File: config.mk
export PLATFORM = sky130hd
export DESIGN_NAME = dly_stepper
export DESIGN_NICKNAME = d
export VERILOG_FILES = /design/src/rtl/dly_step_pkg.sv /design/src/rtl/dly_speed_cfg.sv /design/src/rtl/dly_step_next.sv /design/src/rtl/dly_bank_calc.sv /design/src/rtl/dly_stepper.sv
export SDC_FILE = /design/constraint.sdc
export NUM_CORES = 1
export LEC_CHECK = 0
export BUFFER_PORTS_ARGS = -buffer_cell sky130_fd_sc_hd__buf_2
export CAP_MARGIN = 20
export CORE_MARGIN = 2
export CORE_UTILIZATION = 45
export CTS_CLUSTER_SIZE = 12
export DETAILED_ROUTE_END_ITERATION = 10
export PLACE_DENSITY = 0.73
export SLEW_MARGIN = 20
export SYNTH_ARGS = -nofsm -noshare
export SYNTH_HDL_FRONTEND = slang
export SYNTH_SLANG_ARGS = --single-unit
export TNS_END_PERCENT = 100
File: constraint.sdc
create_clock -name clk -period 5.32 [get_ports clk]
set_clock_uncertainty 0.2 [all_clocks]
set_input_delay 1.064 -clock clk [delete_from_list [all_inputs] [get_ports clk]]
set_output_delay 1.064 -clock clk [all_outputs]
set_load 0.01 [all_outputs]
File: src/rtl/dly_step_pkg.sv
package dly_step_pkg;
  localparam int CRS_W = 1;
  localparam int CDL_W = 2;
  localparam int TAP_W = 4;
  localparam int PH_W  = 3;

  localparam logic [CRS_W-1:0] CRS_TOP = CRS_W'(1);
  localparam logic [CDL_W-1:0] CDL_TOP = CDL_W'(2);
  localparam logic [PH_W-1:0]  PH_TOP  = PH_W'(6);

  typedef struct packed {
    logic [CRS_W-1:0] crs;
    logic [CDL_W-1:0] cdl;
    logic [TAP_W-1:0] tap;
    logic [PH_W-1:0]  ph;
  } dly_set_t;

  typedef struct packed {
    logic [TAP_W-1:0] tap_lo;
    logic [TAP_W-1:0] tap_hi;
    logic [PH_W-1:0]  ph_lo;
    logic [PH_W-1:0]  ph_hi;
  } bank_thr_t;
endpackage

File: src/rtl/dly_speed_cfg.sv
module dly_speed_cfg
  import dly_step_pkg::*;
#(
  parameter int TAP_CEIL_G0 = 12,
  parameter int TAP_CEIL_G1 = 10,
  parameter int TAP_CEIL_G2 = 13,
  parameter logic [4*TAP_W-1:0] THR_TAP_G0 = {TAP_W'(3), TAP_W'(10), TAP_W'(0), TAP_W'(0)},
  parameter logic [4*TAP_W-1:0] THR_TAP_G1 = {TAP_W'(2), TAP_W'(8),  TAP_W'(0), TAP_W'(0)},
  parameter logic [4*TAP_W-1:0] THR_TAP_G2 = {TAP_W'(3), TAP_W'(11), TAP_W'(0), TAP_W'(0)},
  parameter logic [2*PH_W-1:0]  THR_PH_G0  = {PH_W'(2), PH_W'(3)},
  parameter logic [2*PH_W-1:0]  THR_PH_G1  = {PH_W'(6), PH_W'(7)},
  parameter logic [2*PH_W-1:0]  THR_PH_G2  = {PH_W'(6), PH_W'(4)}
) (
  input  logic [1:0]       speed_sel,
  output logic [TAP_W-1:0] tap_ceil,
  output bank_thr_t        thr
);
  localparam int HI = 4*TAP_W;

  always_comb begin
    unique case (speed_sel)
      2'd1: begin
        tap_ceil   = TAP_W'(TAP_CEIL_G1);
        thr.tap_lo = THR_TAP_G1[HI-1 -: TAP_W];
        thr.tap_hi = THR_TAP_G1[HI-TAP_W-1 -: TAP_W];
        thr.ph_lo  = THR_PH_G1[2*PH_W-1 -: PH_W];
        thr.ph_hi  = THR_PH_G1[PH_W-1:0];
      end
      2'd2: begin
        tap_ceil   = TAP_W'(TAP_CEIL_G2);
        thr.tap_lo = THR_TAP_G2[HI-1 -: TAP_W];
        thr.tap_hi = THR_TAP_G2[HI-TAP_W-1 -: TAP_W];
        thr.ph_lo  = THR_PH_G2[2*PH_W-1 -: PH_W];
        thr.ph_hi  = THR_PH_G2[PH_W-1:0];
      end
      default: begin
        tap_ceil   = TAP_W'(TAP_CEIL_G0);
        thr.tap_lo = THR_TAP_G0[HI-1 -: TAP_W];
        thr.tap_hi = THR_TAP_G0[HI-TAP_W-1 -: TAP_W];
        thr.ph_lo  = THR_PH_G0[2*PH_W-1 -: PH_W];
        thr.ph_hi  = THR_PH_G0[PH_W-1:0];
      end
    endcase
  end
endmodule

File: src/rtl/dly_step_next.sv
module dly_step_next
  import dly_step_pkg::*;
#(
  parameter bit UP = 1'b1
) (
  input  dly_set_t         cur,
  input  logic [TAP_W-1:0] tap_ceil,
  output dly_set_t         nxt,
  output logic             ok
);
  generate
    if (UP) begin : g_up
      always_comb begin
        nxt = cur;
        ok  = 1'b1;
        if (cur.ph < PH_TOP) begin
          nxt.ph = cur.ph + 1'b1;
        end else if (cur.tap < tap_ceil) begin
          nxt.ph  = '0;
          nxt.tap = cur.tap + 1'b1;
        end else if (cur.cdl < CDL_TOP) begin
          nxt.ph  = '0;
          nxt.tap = '0;
          nxt.cdl = cur.cdl + 1'b1;
        end else if (cur.crs < CRS_TOP) begin
          nxt.ph  = '0;
          nxt.tap = '0;
          nxt.cdl = cur.cdl - 1'b1;
          nxt.crs = cur.crs + 1'b1;
        end else begin
          ok = 1'b0;
        end
      end
    end else begin : g_dn
      always_comb begin
        nxt = cur;
        ok  = 1'b1;
        if (cur.ph != '0) begin
          nxt.ph = cur.ph - 1'b1;
        end else if (cur.tap != '0) begin
          nxt.ph  = PH_TOP;
          nxt.tap = cur.tap - 1'b1;
        end else if (cur.cdl != '0) begin
          nxt.ph  = PH_TOP;
          nxt.tap = tap_ceil;
          nxt.cdl = cur.cdl - 1'b1;
        end else if (cur.crs != '0) begin
          nxt.ph  = PH_TOP;
          nxt.tap = tap_ceil;
          nxt.cdl = cur.cdl + 1'b1;
          nxt.crs = cur.crs - 1'b1;
        end else begin
          ok = 1'b0;
        end
      end
    end
  endgenerate
endmodule

File: src/rtl/dly_bank_calc.sv
module dly_bank_calc
  import dly_step_pkg::*;
(
  input  dly_set_t  set,
  input  bank_thr_t thr,
  output logic      bank_en,
  output logic      bank_sel
);
  logic below_lo, below_hi;

  always_comb begin
    below_lo = (set.tap < thr.tap_lo) || ((set.tap == thr.tap_lo) && (set.ph < thr.ph_lo));
    below_hi = (set.tap < thr.tap_hi) || ((set.tap == thr.tap_hi) && (set.ph < thr.ph_hi));
    bank_sel = below_lo;
    bank_en  = below_lo || !below_hi;
  end
endmodule

File: src/rtl/dly_stepper.sv
module dly_stepper
  import dly_step_pkg::*;
(
  input  logic             clk,
  input  logic             rst_n,
  input  logic [1:0]       speed_sel,
  input  logic             ld_valid,
  input  logic [CRS_W-1:0] ld_crs,
  input  logic [CDL_W-1:0] ld_cdl,
  input  logic [TAP_W-1:0] ld_tap,
  input  logic [PH_W-1:0]  ld_ph,
  input  logic             inc_req,
  input  logic             dec_req,
  output logic [CRS_W-1:0] crs_o,
  output logic [CDL_W-1:0] cdl_o,
  output logic [TAP_W-1:0] tap_o,
  output logic [PH_W-1:0]  ph_o,
  output logic             bank_en_o,
  output logic             bank_sel_o,
  output logic             done_o,
  output logic             err_o
);
  dly_set_t         cur_q, cand;
  dly_set_t         nxt [2];
  logic             ok  [2];
  logic [TAP_W-1:0] tap_ceil;
  bank_thr_t        thr;
  logic             en_c, sel_c, en_q, sel_q;
  logic             one_dir, step_ok, upd, fail;

  dly_speed_cfg u_cfg (
    .speed_sel (speed_sel),
    .tap_ceil  (tap_ceil),
    .thr       (thr)
  );

  for (genvar d = 0; d < 2; d++) begin : g_dir
    dly_step_next #(.UP(d == 0)) u_next (
      .cur      (cur_q),
      .tap_ceil (tap_ceil),
      .nxt      (nxt[d]),
      .ok       (ok[d])
    );
  end

  always_comb begin
    one_dir = inc_req ^ dec_req;
    step_ok = inc_req ? ok[0] : ok[1];
    if (ld_valid) cand = '{crs: ld_crs, cdl: ld_cdl, tap: ld_tap, ph: ld_ph};
    else          cand = inc_req ? nxt[0] : nxt[1];
    upd  = ld_valid || (one_dir && step_ok);
    fail = !ld_valid && ((inc_req && dec_req) || (one_dir && !step_ok));
  end

  dly_bank_calc u_bank (
    .set      (cand),
    .thr      (thr),
    .bank_en  (en_c),
    .bank_sel (sel_c)
  );

  always_ff @(posedge clk or negedge rst_n) begin
    if (!rst_n) begin
      cur_q  <= '0;
      en_q   <= 1'b1;
      sel_q  <= 1'b1;
      done_o <= 1'b0;
      err_o  <= 1'b0;
    end else begin
      if (upd) begin
        cur_q <= cand;
        en_q  <= en_c;
        sel_q <= sel_c;
      end
      done_o <= !ld_valid && one_dir && step_ok;
      err_o  <= fail;
    end
  end

  assign crs_o      = cur_q.crs;
  assign cdl_o      = cur_q.cdl;
  assign tap_o      = cur_q.tap;
  assign ph_o       = cur_q.ph;
  assign bank_en_o  = en_q;
  assign bank_sel_o = sel_q;

  a_r8_both_err: assert property (@(posedge clk) disable iff (!rst_n)
    (inc_req && dec_req && !ld_valid) |=> (err_o && !done_o && $stable(cur_q) && $stable(en_q)));

  a_r7_fail_hold: assert property (@(posedge clk) disable iff (!rst_n)
    (one_dir && !ld_valid && !step_ok) |=> (err_o && !done_o && $stable(cur_q) && $stable(sel_q)));

  a_r10_idle_hold: assert property (@(posedge clk) disable iff (!rst_n)
    (!inc_req && !dec_req && !ld_valid) |=> (!done_o && !err_o && $stable(cur_q) && $stable(en_q) && $stable(sel_q)));

  a_r9_done_change: assert property (@(posedge clk) disable iff (!rst_n)
    done_o |-> !err_o && (cur_q != $past(cur_q)));

  a_r6_bank_legal: assert property (@(posedge clk) disable iff (!rst_n)
    !(bank_sel_o && !bank_en_o));

  a_r3_digit_range: assert property (@(posedge clk) disable iff (!rst_n)
    (!$past(ld_valid)) |-> (ph_o <= PH_TOP) && (cdl_o <= CDL_TOP));
endmodule

# ---- Word-level counts from Yosys, hierarchy flattened
# Cells that the tools add are included.
dict set report totals {
  input_bits 17
  register_bits 14
}
dict set report classes {
  n_bitwise 1
  n_reduce_logical 22
  eq_ne 12
  n_lt_le_gt_ge 8
  n_mux 27
  n_addsub 8
}
# cell n
set ops {}
lappend ops {{2-to-1 mux 10 bit} 4}
lappend ops {{2-to-1 mux 7 bit} 4}
lappend ops {{one-hot mux 11 bit (2 select lines)} 1}
lappend ops {{2-to-1 mux 9 bit} 2}
lappend ops {{inequality test 3 bit, second input constant} 6}
lappend ops {{2-to-1 mux 3 bit} 4}
lappend ops {{2-to-1 mux 1 bit} 11}
lappend ops {{logical AND 1 bit} 8}
lappend ops {{< comparator 4 bit} 2}
lappend ops {{AND reduction 8 bit} 1}
lappend ops {{nonzero test 4 bit} 2}
lappend ops {{AND reduction 7 bit} 1}
lappend ops {{< comparator 3 bit} 2}
lappend ops {{one-hot mux 3 bit (2 select lines)} 1}
lappend ops {{logical OR 1 bit} 5}
lappend ops {{adder 4 x 1 -> 4 bit, second input constant} 1}
lappend ops {{equality test 4 x 2 -> 1 bit} 1}
lappend ops {{equality test 4 bit} 1}
lappend ops {{< comparator 4 x 2 -> 1 bit} 1}
lappend ops {{inequality test 4 x 2 -> 1 bit, second input constant} 1}
lappend ops {{subtractor 4 x 1 -> 4 bit, second input constant} 1}
lappend ops {{adder 3 x 1 -> 3 bit, second input constant} 1}
lappend ops {{zero test 1 bit} 3}
lappend ops {{< comparator 3 bit, second input constant} 1}
lappend ops {{other kinds (13)} 13}

# ---- Depth between registers and ports, before layout
dict set report logic_depth {
  ltp_word 13
  depth_mapped 17
}

# ---- Hierarchy
# From an unflattened synthesis, not the netlist that was laid out.
dict set report hier_totals {
  hier_cells 228
  hier_area_um2 1945.6
}
# module cells_per_inst instances area_per_inst_um2
set modules_own_cells {}
lappend modules_own_cells {dly_stepper 68 1 799.5}
lappend modules_own_cells {{dly_step_next (g_dir[1].u_next)} 52 1 359.1}
lappend modules_own_cells {dly_bank_calc 43 1 315.3}
lappend modules_own_cells {{dly_step_next (g_dir[0].u_next)} 41 1 297.8}
lappend modules_own_cells {dly_speed_cfg 24 1 173.9}

# ---- Worst setup path before layout
# Ideal clock, no wire load.
dict set report synth_timing {
  kind {in2reg}
  start {in speed_sel[1]}
  end {reg en_q (netlist: bank_en_o)}
  path_buffers 0
  slack_ns 1.377
  cell_stages 16
  arrival_ns 3.683
  setup_time_ns 0.060
  path_cell_list {inv_1 ha_1 inv_1 ha_1 nand2_1 o21ai_4 a21oi_1 a21oi_1 mux2i_1 mux2_2 o21ai_0 ha_1 a21o_1 maj3_2 a211oi_2 a211o_1}
}
# item line_no
set synth_rtl {}
lappend synth_rtl {{start, declared} dly_stepper.sv:6} ;# input logic [1:0] speed_sel,
lappend synth_rtl {{end signal, assigned} dly_stepper.sv:72} ;# en_q <= en_c;
lappend synth_rtl {{end, declared} dly_stepper.sv:28} ;# logic en_c, sel_c, en_q, sel_q;

==> metrics.log <==
INFO  metric critical_path.most_common_cell = ha_1
INFO  metric most_common_library_cell_in_the_layout_ignoring_fill_and_taps = buf_2
INFO  metric layout.area.seq = between 300 and 400 um^2
INFO  metric post_route_cells_drive_above_1_share = a little over a quarter
INFO  metric layout_worst_path_cycle_share = about 77%
INFO  metric floorplan.rows = 21
INFO  metric fin_worst_hold_slack = ~0.31 ns
INFO  metric dr.pass1.iters = 4
INFO  metric cp_num_cells = 18
INFO  metric dieHeight = roughly 63 um
INFO  metric vdd_ir_drop_max = 0.1609 mV
INFO  metric post-route-util = around 52%
INFO  metric final_critical_path_setup_slack = between 1 and 1.5 ns
INFO  metric post_cts_resized = 0
INFO  metric wire_per_inst = between 15 and 20 um
INFO  metric final.setup.tns = 0 ns
INFO  metric yosysSeqAreaShare = 22.31%
INFO  metric cpLargestDelayFamily = compound AO/OA/AOI/OAI gates
INFO  metric clkLatencyLatePin = 0.29 ns
INFO  metric synth-warning-count = 0
INFO  metric cts-htree-levels = 1
INFO  metric setup_viol = 0
INFO  metric post_synth_cell_types = just over 60
INFO  metric timing.final.crit_period = 4.079 ns
INFO  metric grt_max_degree = 24
INFO  metric yosys.area_share.xor_xnor = 0%
INFO  metric globalRouteMet1Util = between 30% and 40%
INFO  metric maxCapViolCount = 0
INFO  metric powerDensity = between 300 and 400 nW/um^2
INFO  metric holdBufCountCts = 0
INFO  metric tightest_slew = approximately 0.56 ns
INFO  metric worstHoldPathCells = 1
INFO  metric synthArstFlopShare = 100.0%
INFO  metric most_frequent_cells_in_the_layout = buf_2, nand2_1, a21oi_1
INFO  metric clock_tree_from_tritoncts = yes
INFO  metric syn-cell-area = 1582 um^2
INFO  metric final-instance-count-excl-fill = approximately 260
INFO  metric yosys.area_share.adder = about an eighth
INFO  metric diodes = 0
INFO  metric clock-root-buffer = clkbuf_4
INFO  metric horizontal_die_dimension = about 63 um
INFO  metric global_route.overflow_total = 0
INFO  metric grt.met2_usage = a little under two fifths
INFO  metric layout-area-overhead-vs-synth = 11.31%
INFO  metric crit_path_end_kind = flip-flop
INFO  metric ant_nets = 0
INFO  metric hold_viol = 0
INFO  metric cpMaxStageDelayCell = nor4b_1
INFO  metric synth_compound_gate_area_share = between 20 and 30%
INFO  metric synth_nets = ~220
INFO  metric dpl_cell_area = between 1500 and 2000 um^2
INFO  metric antenna_found_initial = 0
INFO  metric route.detailed.vias_per_inst = a little under 6
INFO  metric floorplan.io_pins = 31
INFO  metric wirelength = around 4300 um
INFO  metric cts.repair_timing.setup_buffer_count = 0
INFO  metric hp-class = flip-flop to flip-flop
INFO  metric worst_path_largest_cell_delay = 0.34 ns
INFO  metric grtUsageMet3 = under 10%
INFO  metric post-route-drc-count = 0
INFO  metric global_route_wire_length_before_repair = 7258 um
INFO  metric starting_drt_drc_count = 118
INFO  metric place_ws = roughly 1.0 ns
INFO  metric main_combinational_cell_family_by_area_after_synthesis = compound AO/OA/AOI/OAI gates
INFO  metric initial_util = between 40% and 50%
INFO  metric per_instance_average_area_after_synthesis = about 8.3 um^2
INFO  metric place.detailed.hpwl = between 3000 and 4000 um
INFO  metric ys.flop_type = dfrtp_1
INFO  metric cell_count_after_placement = 259
INFO  metric io_port_bufs = 30
INFO  metric clock_edge_transition_at_the_registers_on_the_reported_setup_and_hold_paths = 0.10 ns
INFO  metric finalNetCount = 250
INFO  metric multi_input_comb_area = approximately 1100 um^2
INFO  metric num-fill-cells = around 370
INFO  metric grt-busiest-layer = met2
INFO  metric synth_enable_flop_cells = 0
INFO  metric rsz_0062_raised_after_global_routing = false
INFO  metric cp.arrival = roughly 4 ns
INFO  metric crit_type = input pin to flip-flop
INFO  metric crit_path_start_kind = input pin
INFO  metric placeableCoreArea = 3363 um^2
INFO  metric cts_inserted_buffers = 3
INFO  metric worst_r2r_path_depth = 14
INFO  metric fp.dieArea = roughly 4000 um^2
INFO  metric worstPathBufferInverterCount = 3
INFO  metric p_leak = 0.8360 nW
INFO  metric clk_path_buf_depth = 2
INFO  metric slew_headroom = between 60% and 70%
INFO  metric fmax = 0.2452 GHz
INFO  metric num_vias = 1549
INFO  metric timing.critical_path.required = ~5.4 ns
INFO  metric crit_path_max_fanout = 6
INFO  metric fin_max_slew_vios = 0
INFO  metric cts_num_sinks = 14
INFO  metric vias_in_the_first_global_route = between 1500 and 2000
INFO  metric fin_area = between 1500 and 2000 um^2
INFO  metric final_power = approximately 0.53 mW
INFO  metric place_congestion = about 0.93
INFO  metric run_status = completed
INFO  metric post_synthesis_share_of_cell_area_spent_on_and_or_nand_and_nor_gates = about 25%
INFO  metric ys_ff_latch = 14
INFO  metric syn_inst = around 190
INFO  metric cells_along_the_critical_path = buf_2 -> inv_1 -> ha_1 -> inv_1 -> ha_1 -> nand2_1 -> o21ai_4 -> a21oi_1 -> a21oi_1 -> mux2i_1 -> mux2_2 -> o21ai_0 -> ha_1 -> nand2_1 -> nor4_1 -> nor4b_1 -> nand4_1 -> a211o_1
INFO  metric synth.area.mux_share = around 3.9%
INFO  metric grt_use_total = 22.99%
[worst reg2reg max path: cells and delay by family (launching register included)]
family | cells | cell delay (ns)
mux | 1 | 0.29
compound gates | 4 | 0.77
simple gates | 6 | 0.96
flops | 1 | 0.62
fa+ha+maj | 2 | 0.57
buf+inv | 1 | 0.15
[power breakdown]
part / internal, mW / total, mW / switching [mW]
logic: 0.119 / 0.277 / 0.159
clock network: 0.0416 / 0.0816 / 0.0399
registers: 0.130 / 0.171 / 0.0410
[flip-flops by register name (all words and copies together) (netlist names)]
name,cells
ph_o,3
bank_en_o,1
tap_o,4
cdl_o,2
done_o,1
crs_o,1
bank_sel_o,1
err_o,1
[cells by family (layout without fill, tap and decap cells)]
logic type               after synthesis  in the layout
multiplexers                           5              5
flip-flops                            14             14
AO/OA/AOI/OAI                         66             66
adder cells (fa/ha/maj)               16             16
AND/OR/NAND/NOR                       69             69
buffers and inverters                 21             47
[final timing paths]
path | startpoint | to | slack (ns)
worst max-delay path | speed_sel[1] | bank_en_o$_DFFE_PN1N_ | 1.24
worst min-delay path | bank_sel_o$_DFFE_PN1N_ | bank_sel_o$_DFFE_PN1N_ | 0.31
worst max register to register | tap_o[0]$_DFFE_PN0N_ | bank_en_o$_DFFE_PN1N_ | 1.70
worst min register to register | bank_sel_o$_DFFE_PN1N_ | bank_sel_o$_DFFE_PN1N_ | 0.31
max in group asynchronous | rst_n | bank_en_o$_DFFE_PN1N_ | 4.17
min in group asynchronous | rst_n | tap_o[3]$_DFFE_PN0N_ | 0.46
[layout make-up]
class,instances,area share [%]
repair buffers,30,8.529
flip-flops and latches,14,20.04
well taps,46,3.269
multi-input cells,156,63.33
inverters,13,2.772
clock buffers,4,2.061
[metal layers]
metal / routed length (um) / up-vias / share of wire (%)
met5: 0 / - / 0
met4: 111 / 0 / 2.6
met3: 234 / 8 / 5.5
met2: 2041 / 59 / 48
met1: 1883 / 717 / 44
li1: - / 765 / -
[cell usage after synthesis, types with 3 or more instances]
cell	number	share of area, %
a211o_1	3	1.7
a21o_1	3	1.4
a21oi_1	17	5.4
a31oi_1	4	1.6
and3_1	4	1.6
buf_6	3	2.1
dfrtp_1	12	19
ha_1	15	12
inv_1	12	2.8
nand2_1	17	4.0
nand3_1	5	1.6
nor2_1	13	3.1
nor3_1	3	0.95
o211ai_1	4	1.9
o21ai_0	15	4.7
Power figures use the tool's default switching activity.
